==> src/rtl/bga_pkg.sv <==
package bga_pkg;
   // Default number of requesting devices.
   localparam int unsigned BGA_DEF_REQ = 8;

   // Index width needed to number N requesters.
   function automatic int unsigned bga_idx_w(input int unsigned n);
      return (n < 2) ? 1 : $clog2(n);
   endfunction
endpackage

==> src/rtl/bga_prio_pick.sv <==
module bga_prio_pick #(
   parameter int unsigned NREQ = 8,
   parameter int unsigned IW   = 3
) (
   input  logic [NREQ-1:0] req,
   output logic [IW-1:0]   idx,
   output logic            any
);
   logic [IW-1:0] chain [NREQ];

   // Higher positions override lower ones along the chain.
   for (genvar k = 0; k < NREQ; k++) begin : g_chain
      if (k == 0) begin : g_base
         assign chain[k] = '0;
      end else begin : g_link
         assign chain[k] = req[k] ? IW'(k) : chain[k-1];
      end
   end

   assign idx = chain[NREQ-1];
   assign any = |req;
endmodule

==> src/rtl/bga_onehot_dec.sv <==
module bga_onehot_dec #(
   parameter int unsigned NREQ = 8,
   parameter int unsigned IW   = 3
) (
   input  logic [IW-1:0]   idx,
   input  logic            en,
   output logic [NREQ-1:0] hot
);
   for (genvar k = 0; k < NREQ; k++) begin : g_dec
      assign hot[k] = en && (idx == IW'(k));
   end
endmodule

==> src/rtl/bga_sel_latch.sv <==
module bga_sel_latch #(
   parameter int unsigned NREQ = 8,
   parameter int unsigned IW   = 3
) (
   input  logic            clk,
   input  logic            rst,
   input  logic            cpu_grant,
   input  logic            grant_ack,
   input  logic [NREQ-1:0] req,
   input  logic [IW-1:0]   pick_idx,
   input  logic            pick_any,
   output logic [IW-1:0]   sel_idx,
   output logic            sel_vld
);
   logic cg_q, ack_q;
   logic grant_rise, ack_rise, held_req;

   assign grant_rise = cpu_grant && !cg_q;
   assign ack_rise   = grant_ack && !ack_q;
   assign held_req   = req[sel_idx];

   always_ff @(posedge clk) begin
      if (rst) begin
         cg_q    <= 1'b0;
         ack_q   <= 1'b0;
         sel_idx <= '0;
         sel_vld <= 1'b0;
      end else begin
         cg_q  <= cpu_grant;
         ack_q <= grant_ack;
         if (grant_rise || ack_rise) begin
            sel_idx <= pick_idx;
            sel_vld <= pick_any;
         end else if (sel_vld && !held_req) begin
            sel_vld <= 1'b0;
         end
      end
   end

   // a capture event with a pending request leaves a winner latched.
   assert_capture_R2: assert property (@(posedge clk) disable iff (rst)
      (grant_rise || ack_rise) && |req |=> sel_vld);

   // a capture event with no request latches nothing.
   assert_empty_capture_R6: assert property (@(posedge clk) disable iff (rst)
      (grant_rise || ack_rise) && !(|req) |=> !sel_vld);

   // winner is held while its request stays and no capture occurs.
   assert_hold_R3: assert property (@(posedge clk) disable iff (rst)
      sel_vld && held_req && !grant_rise && !ack_rise |=> sel_vld && $stable(sel_idx));

   // a withdrawn request loses its selection on the next cycle.
   assert_abandon_R8: assert property (@(posedge clk) disable iff (rst)
      sel_vld && !held_req && !grant_rise && !ack_rise |=> !sel_vld);

   // without a capture event nothing new becomes selected.
   assert_no_spont_R8: assert property (@(posedge clk) disable iff (rst)
      !sel_vld && !grant_rise && !ack_rise |=> !sel_vld);
endmodule

==> src/rtl/bga_arbiter.sv <==
module bga_arbiter #(
   parameter int unsigned NREQ = bga_pkg::BGA_DEF_REQ
) (
   input  logic            clk,
   input  logic            rst,
   input  logic [NREQ-1:0] dev_req,
   input  logic            cpu_grant,
   input  logic            addr_strobe,
   input  logic            data_ack,
   input  logic            grant_ack,
   output logic            cpu_req,
   output logic [NREQ-1:0] dev_grant,
   output logic            take_ok
);
   localparam int unsigned IW = bga_pkg::bga_idx_w(NREQ);

   if (NREQ < 2) begin : g_bad_cfg
      $error("bga_arbiter: NREQ must be at least 2");
   end

   logic [IW-1:0] pick_idx, sel_idx;
   logic          pick_any, sel_vld;

   bga_prio_pick #(.NREQ(NREQ), .IW(IW)) u_pick (
      .req (dev_req),
      .idx (pick_idx),
      .any (pick_any)
   );

   bga_sel_latch #(.NREQ(NREQ), .IW(IW)) u_latch (
      .clk       (clk),
      .rst       (rst),
      .cpu_grant (cpu_grant),
      .grant_ack (grant_ack),
      .req       (dev_req),
      .pick_idx  (pick_idx),
      .pick_any  (pick_any),
      .sel_idx   (sel_idx),
      .sel_vld   (sel_vld)
   );

   bga_onehot_dec #(.NREQ(NREQ), .IW(IW)) u_dec (
      .idx (sel_idx),
      .en  (sel_vld),
      .hot (dev_grant)
   );

   assign cpu_req = pick_any;
   assign take_ok = sel_vld && !addr_strobe && !data_ack && !grant_ack;

   // never more than one grant line.
   assert_grant_onehot_R4: assert property (@(posedge clk) disable iff (rst)
      $onehot0(dev_grant));

   // permission to take the bus only goes with a live grant.
   assert_take_has_grant_R9: assert property (@(posedge clk) disable iff (rst)
      take_ok |-> (dev_grant != '0));

   // the cycle after reset no grant is driven.
   assert_reset_quiet_R5: assert property (@(posedge clk)
      $fell(rst) |-> (dev_grant == '0));
endmodule

==> config.mk <==
export PLATFORM = sky130hd
export DESIGN_NAME = bga_arbiter
export DESIGN_NICKNAME = d
export VERILOG_FILES = /design/src/rtl/bga_pkg.sv /design/src/rtl/bga_prio_pick.sv /design/src/rtl/bga_onehot_dec.sv /design/src/rtl/bga_sel_latch.sv /design/src/rtl/bga_arbiter.sv
export SDC_FILE = /design/constraint.sdc
export NUM_CORES = 1
export LEC_CHECK = 0
export BUFFER_PORTS_ARGS = -buffer_cell sky130_fd_sc_hd__buf_2
export CORE_AREA = 4 4 41 43
export DETAILED_ROUTE_END_ITERATION = 8
export DIE_AREA = 0 0 45 47
export HOLD_SLACK_MARGIN = 0.06
export PLACE_DENSITY_LB_ADDON = 0.1
export SYNTH_ARGS = -nofsm -noshare
export SYNTH_HDL_FRONTEND = slang
export SYNTH_SLANG_ARGS = --single-unit
==> constraint.sdc <==
create_clock -name clk -period 1.5 [get_ports clk]
set_input_delay 0.225 -clock clk [delete_from_list [all_inputs] [get_ports clk]]
set_output_delay 0.225 -clock clk [all_outputs]
set_load 0.05 [all_outputs]
==> flow_summary_export.csv <==
group,metric,value,unit
route,ant_nets,0,
floorplan,fp-row-count,13,
setup_path,crit_path_top_delay_cell,"dfxtp_2",
floorplan,initial_core_util,30.48,%
timing,rsz0062_at_grt,"no",
timing,worst_slew_pin_slew,399.3,ps
floorplan,die_h,47,um
yosys,seq_area_frac_synth,30.28,%
setup_path,crit_fanout,7,
setup_path,r2r-start,"u_latch.sel_idx[0]$_SDFFE_PP0P_",
yosys,avgSynthCellArea,7.484,um2
finish,nets,94,
floorplan,coreArea,1301,um2
timing,drv_slew,0,
clock_tree,cts_root_buf,"clkbuf_4",
min_path,hold_start,"rst",
finish,fill_cells,140,
setup_path,startpoint,"u_latch.sel_idx[0]$_SDFFE_PP0P_",
grt,grt_pass1_wl,1.780,mm
clock_tree,clk_path_buf_depth,2,
setup_path,r2r_setup_slack,190,ps
clock_tree,path_clk_slew,50,ps
timing,maxSlewHeadroom,73.38,%
yosys,synth_warnings,0,
clock_tree,clk_latency,240,ps
yosys,ys_types,20,
clock_tree,postCtsSetupRepairBufs,0,
setup_path,crit_arrival,1180,ps
finish,drive_gt1_share,42.31,%
placement,gp_routability_congestion,0.7662,
timing,finalHoldViolCount,0,
route,via_per_inst,4.968,
floorplan,die-area,2115,um2
timing,holdWs,235.4,ps
setup_path,crit_type,"reg -> out",
setup_path,reg2regPathDepth,3,
route,vias,462,
timing,setup_violations,0,
setup_path,crit_required,1270,ps
timing,finClkSkew,5.293,ps
timing,post-route-min-period,1407,ps
yosys,ys_ff_latch,6,
clock_tree,htreeDepth,1,
finish,final_core_util,44.52,%
finish,diodes,0,
grt,grt_pass1_vias,398,
setup_path,r2r-end,"u_latch.sel_vld$_SDFFE_PP0P_",
grt,grt_max_degree,9,
grt,antenna_found_initial,0,
min_path,hold_depth,2,
min_path,hp-class,"in -> reg",
clock_tree,cts_tree,"built",
floorplan,io_pins,24,
route,dr.pass1.iters,4,
min_path,holdPathEnd,"u_latch.sel_idx[0]$_SDFFE_PP0P_",
setup_path,crit_chain,"or2b_1, nor2_1, buf_4",
yosys,synth_area,396.6,um2
run_status,status,"finished, final reports clean",
placement,io_buffers,23,
finish,area_delta_synth_final,46.06,%
placement,place_hpwl,911.4,um
clock_tree,cts.sinks,6,
yosys,synthCells,53,
power_and_ir_drop,ir_drop,0.4769,mV
setup_path,end_kind,"output pin",
route,wire_per_inst,12.22,um
clock_tree,numCtsBuffers,3,
route,drtIter0Drc,15,
power_and_ir_drop,p_leak,0.2711,nW
route,drt-total-wl,1.136,mm
grt,overflow,0,
yosys,synth_nets,67,
setup_path,startpoint_type,"register",
route,drc,0,
clock_tree,hold_buffers,0,
timing,fmax,0.7107,GHz
timing,fin_crit_sh,93.80,%
power_and_ir_drop,cellPowerDensity,820.3,nW/um2
setup_path,max_stage_delay,400,ps
job,drv_cap,0,
floorplan,die_x,45,um
grt,grt_use_total,11.59,%
-- registers in the layout, indices dropped and copies added (netlist names) --
name,flops
u_latch.ack_q,1
u_latch.cg_q,1
u_latch.sel_idx,3
u_latch.sel_vld,1
-- report_power, final --
part           internal [W]  switching (W)
clock             0.0000904      0.0000571
sequential         0.000175      0.0000197
combinational     0.0000533      0.0000797
total              0.000319       0.000157
-- worst max-delay path by stage --
stage / to / depth (start not counted)
finish: dev_grant[5] / 3
global route: dev_grant[1] / 3
CTS: dev_grant[7] / 3
detailed placement: u_latch.sel_vld$_SDFFE_PP0P_ / 3
global placement: u_latch.sel_vld$_SDFFE_PP0P_ / 3
floorplan: dev_grant[1] / 2
-- placed cells by master (no fill, tap or decap) --
cell / instances
dfxtp_2: 3
o41ai_2: 1
nor4b_2: 1
nor4_1: 2
a21oi_1: 1
mux4_1: 1
a211oi_1: 4
dfxtp_1: 3
nand3b_1: 2
nor2b_1: 1
nand2_1: 2
nand3_1: 1
or2b_1: 1
inv_1: 3
nand2b_1: 3
nor2_1: 16
clkbuf_4: 4
buf_4: 3
nor3_2: 2
o22ai_1: 1
nor3_1: 2
o21bai_1: 1
o22a_1: 1
buf_2: 19
-- Yosys cell counts (all sizes together) --
cell,n,share of area [%]
a21oi,1,1.3
or2b,1,1.9
nor4,2,3.2
clkbuf,1,0.95
nor3,4,5.0
dfxtp,6,30
nand3,1,1.3
nand3b,2,3.8
nor2,16,15
a211oi,4,7.6
nor2b,1,1.6
o22ai,1,1.6
nor4b,1,2.2
nand2b,3,4.7
o41ai,1,4.1
o22a,1,2.2
nand2,2,1.9
o21bai,1,1.9
inv,3,2.8
mux4,1,6.6
-- critical path, delay by kind of cell (launching register included) --
kind / cells / cell delay [ps]
buffers and inverters: 1 / 200
and+or+nand+nor: 2 / 340
DFF: 1 / 400
-- cells by family (layout without fill, tap and decap cells) --
family	count (synthesis)	count (layout)	synth area share, %
flip-flops	6	6	30.29
AND/OR/NAND/NOR	33	33	40.70
multiplexers	1	1	6.626
AO/OA/AOI/OAI	9	9	18.61
buffers and inverters	4	29	3.784
-- routing by layer --
| layer | vias to the layer above | routed length (um) | track usage [%] |
|---|---|---|---|
| met2 | 14 | 572 | 19.49 |
| met5 | - | 0 | 0 |
| li1 | 243 | - | - |
| met1 | 205 | 474 | 13.59 |
| met4 | 0 | 0 | 1.754 |
| met3 | 0 | 90 | 5.747 |
-- layout make-up --
cell class,count,area [um2],area share [%]
clock buffer,3,22.52,3.888
timing repair buffer,23,125.1,21.60
inverter,3,11.26,1.944
tap,15,18.77,3.240
multi-input combinational,43,277.8,47.95
sequential,6,123.9,21.38
-- timing repair --
item / 4_1_cts / 5_1_grt
endpoints found under the setup margin: 3 / 8
cloned: 0 / 0
resized for setup: 2 / 7
-- metrics by stage --
| step | setup slack [ps] | power [W] | setup TNS [ps] | cells | instance area, um2 |
|---|---|---|---|---|---|
| floorplan | -47.14 | 0.0002799 | -266.8 | 53 | 412.9 |
| global placement | 82.64 | 0.0003252 | 0 | 90 | 543.0 |
| detailed placement | 79.82 | 0.0003263 | 0 | 90 | 543.0 |
| CTS | 7.593 | 0.0004777 | 0 | 93 | 569.3 |
| global route | 5.428 | 0.0005053 | 0 | 93 | 579.3 |
| finish | 92.96 | 0.0004752 | 0 | 93 | 579.3 |
Note: power is estimated with default switching activity, not from simulation.
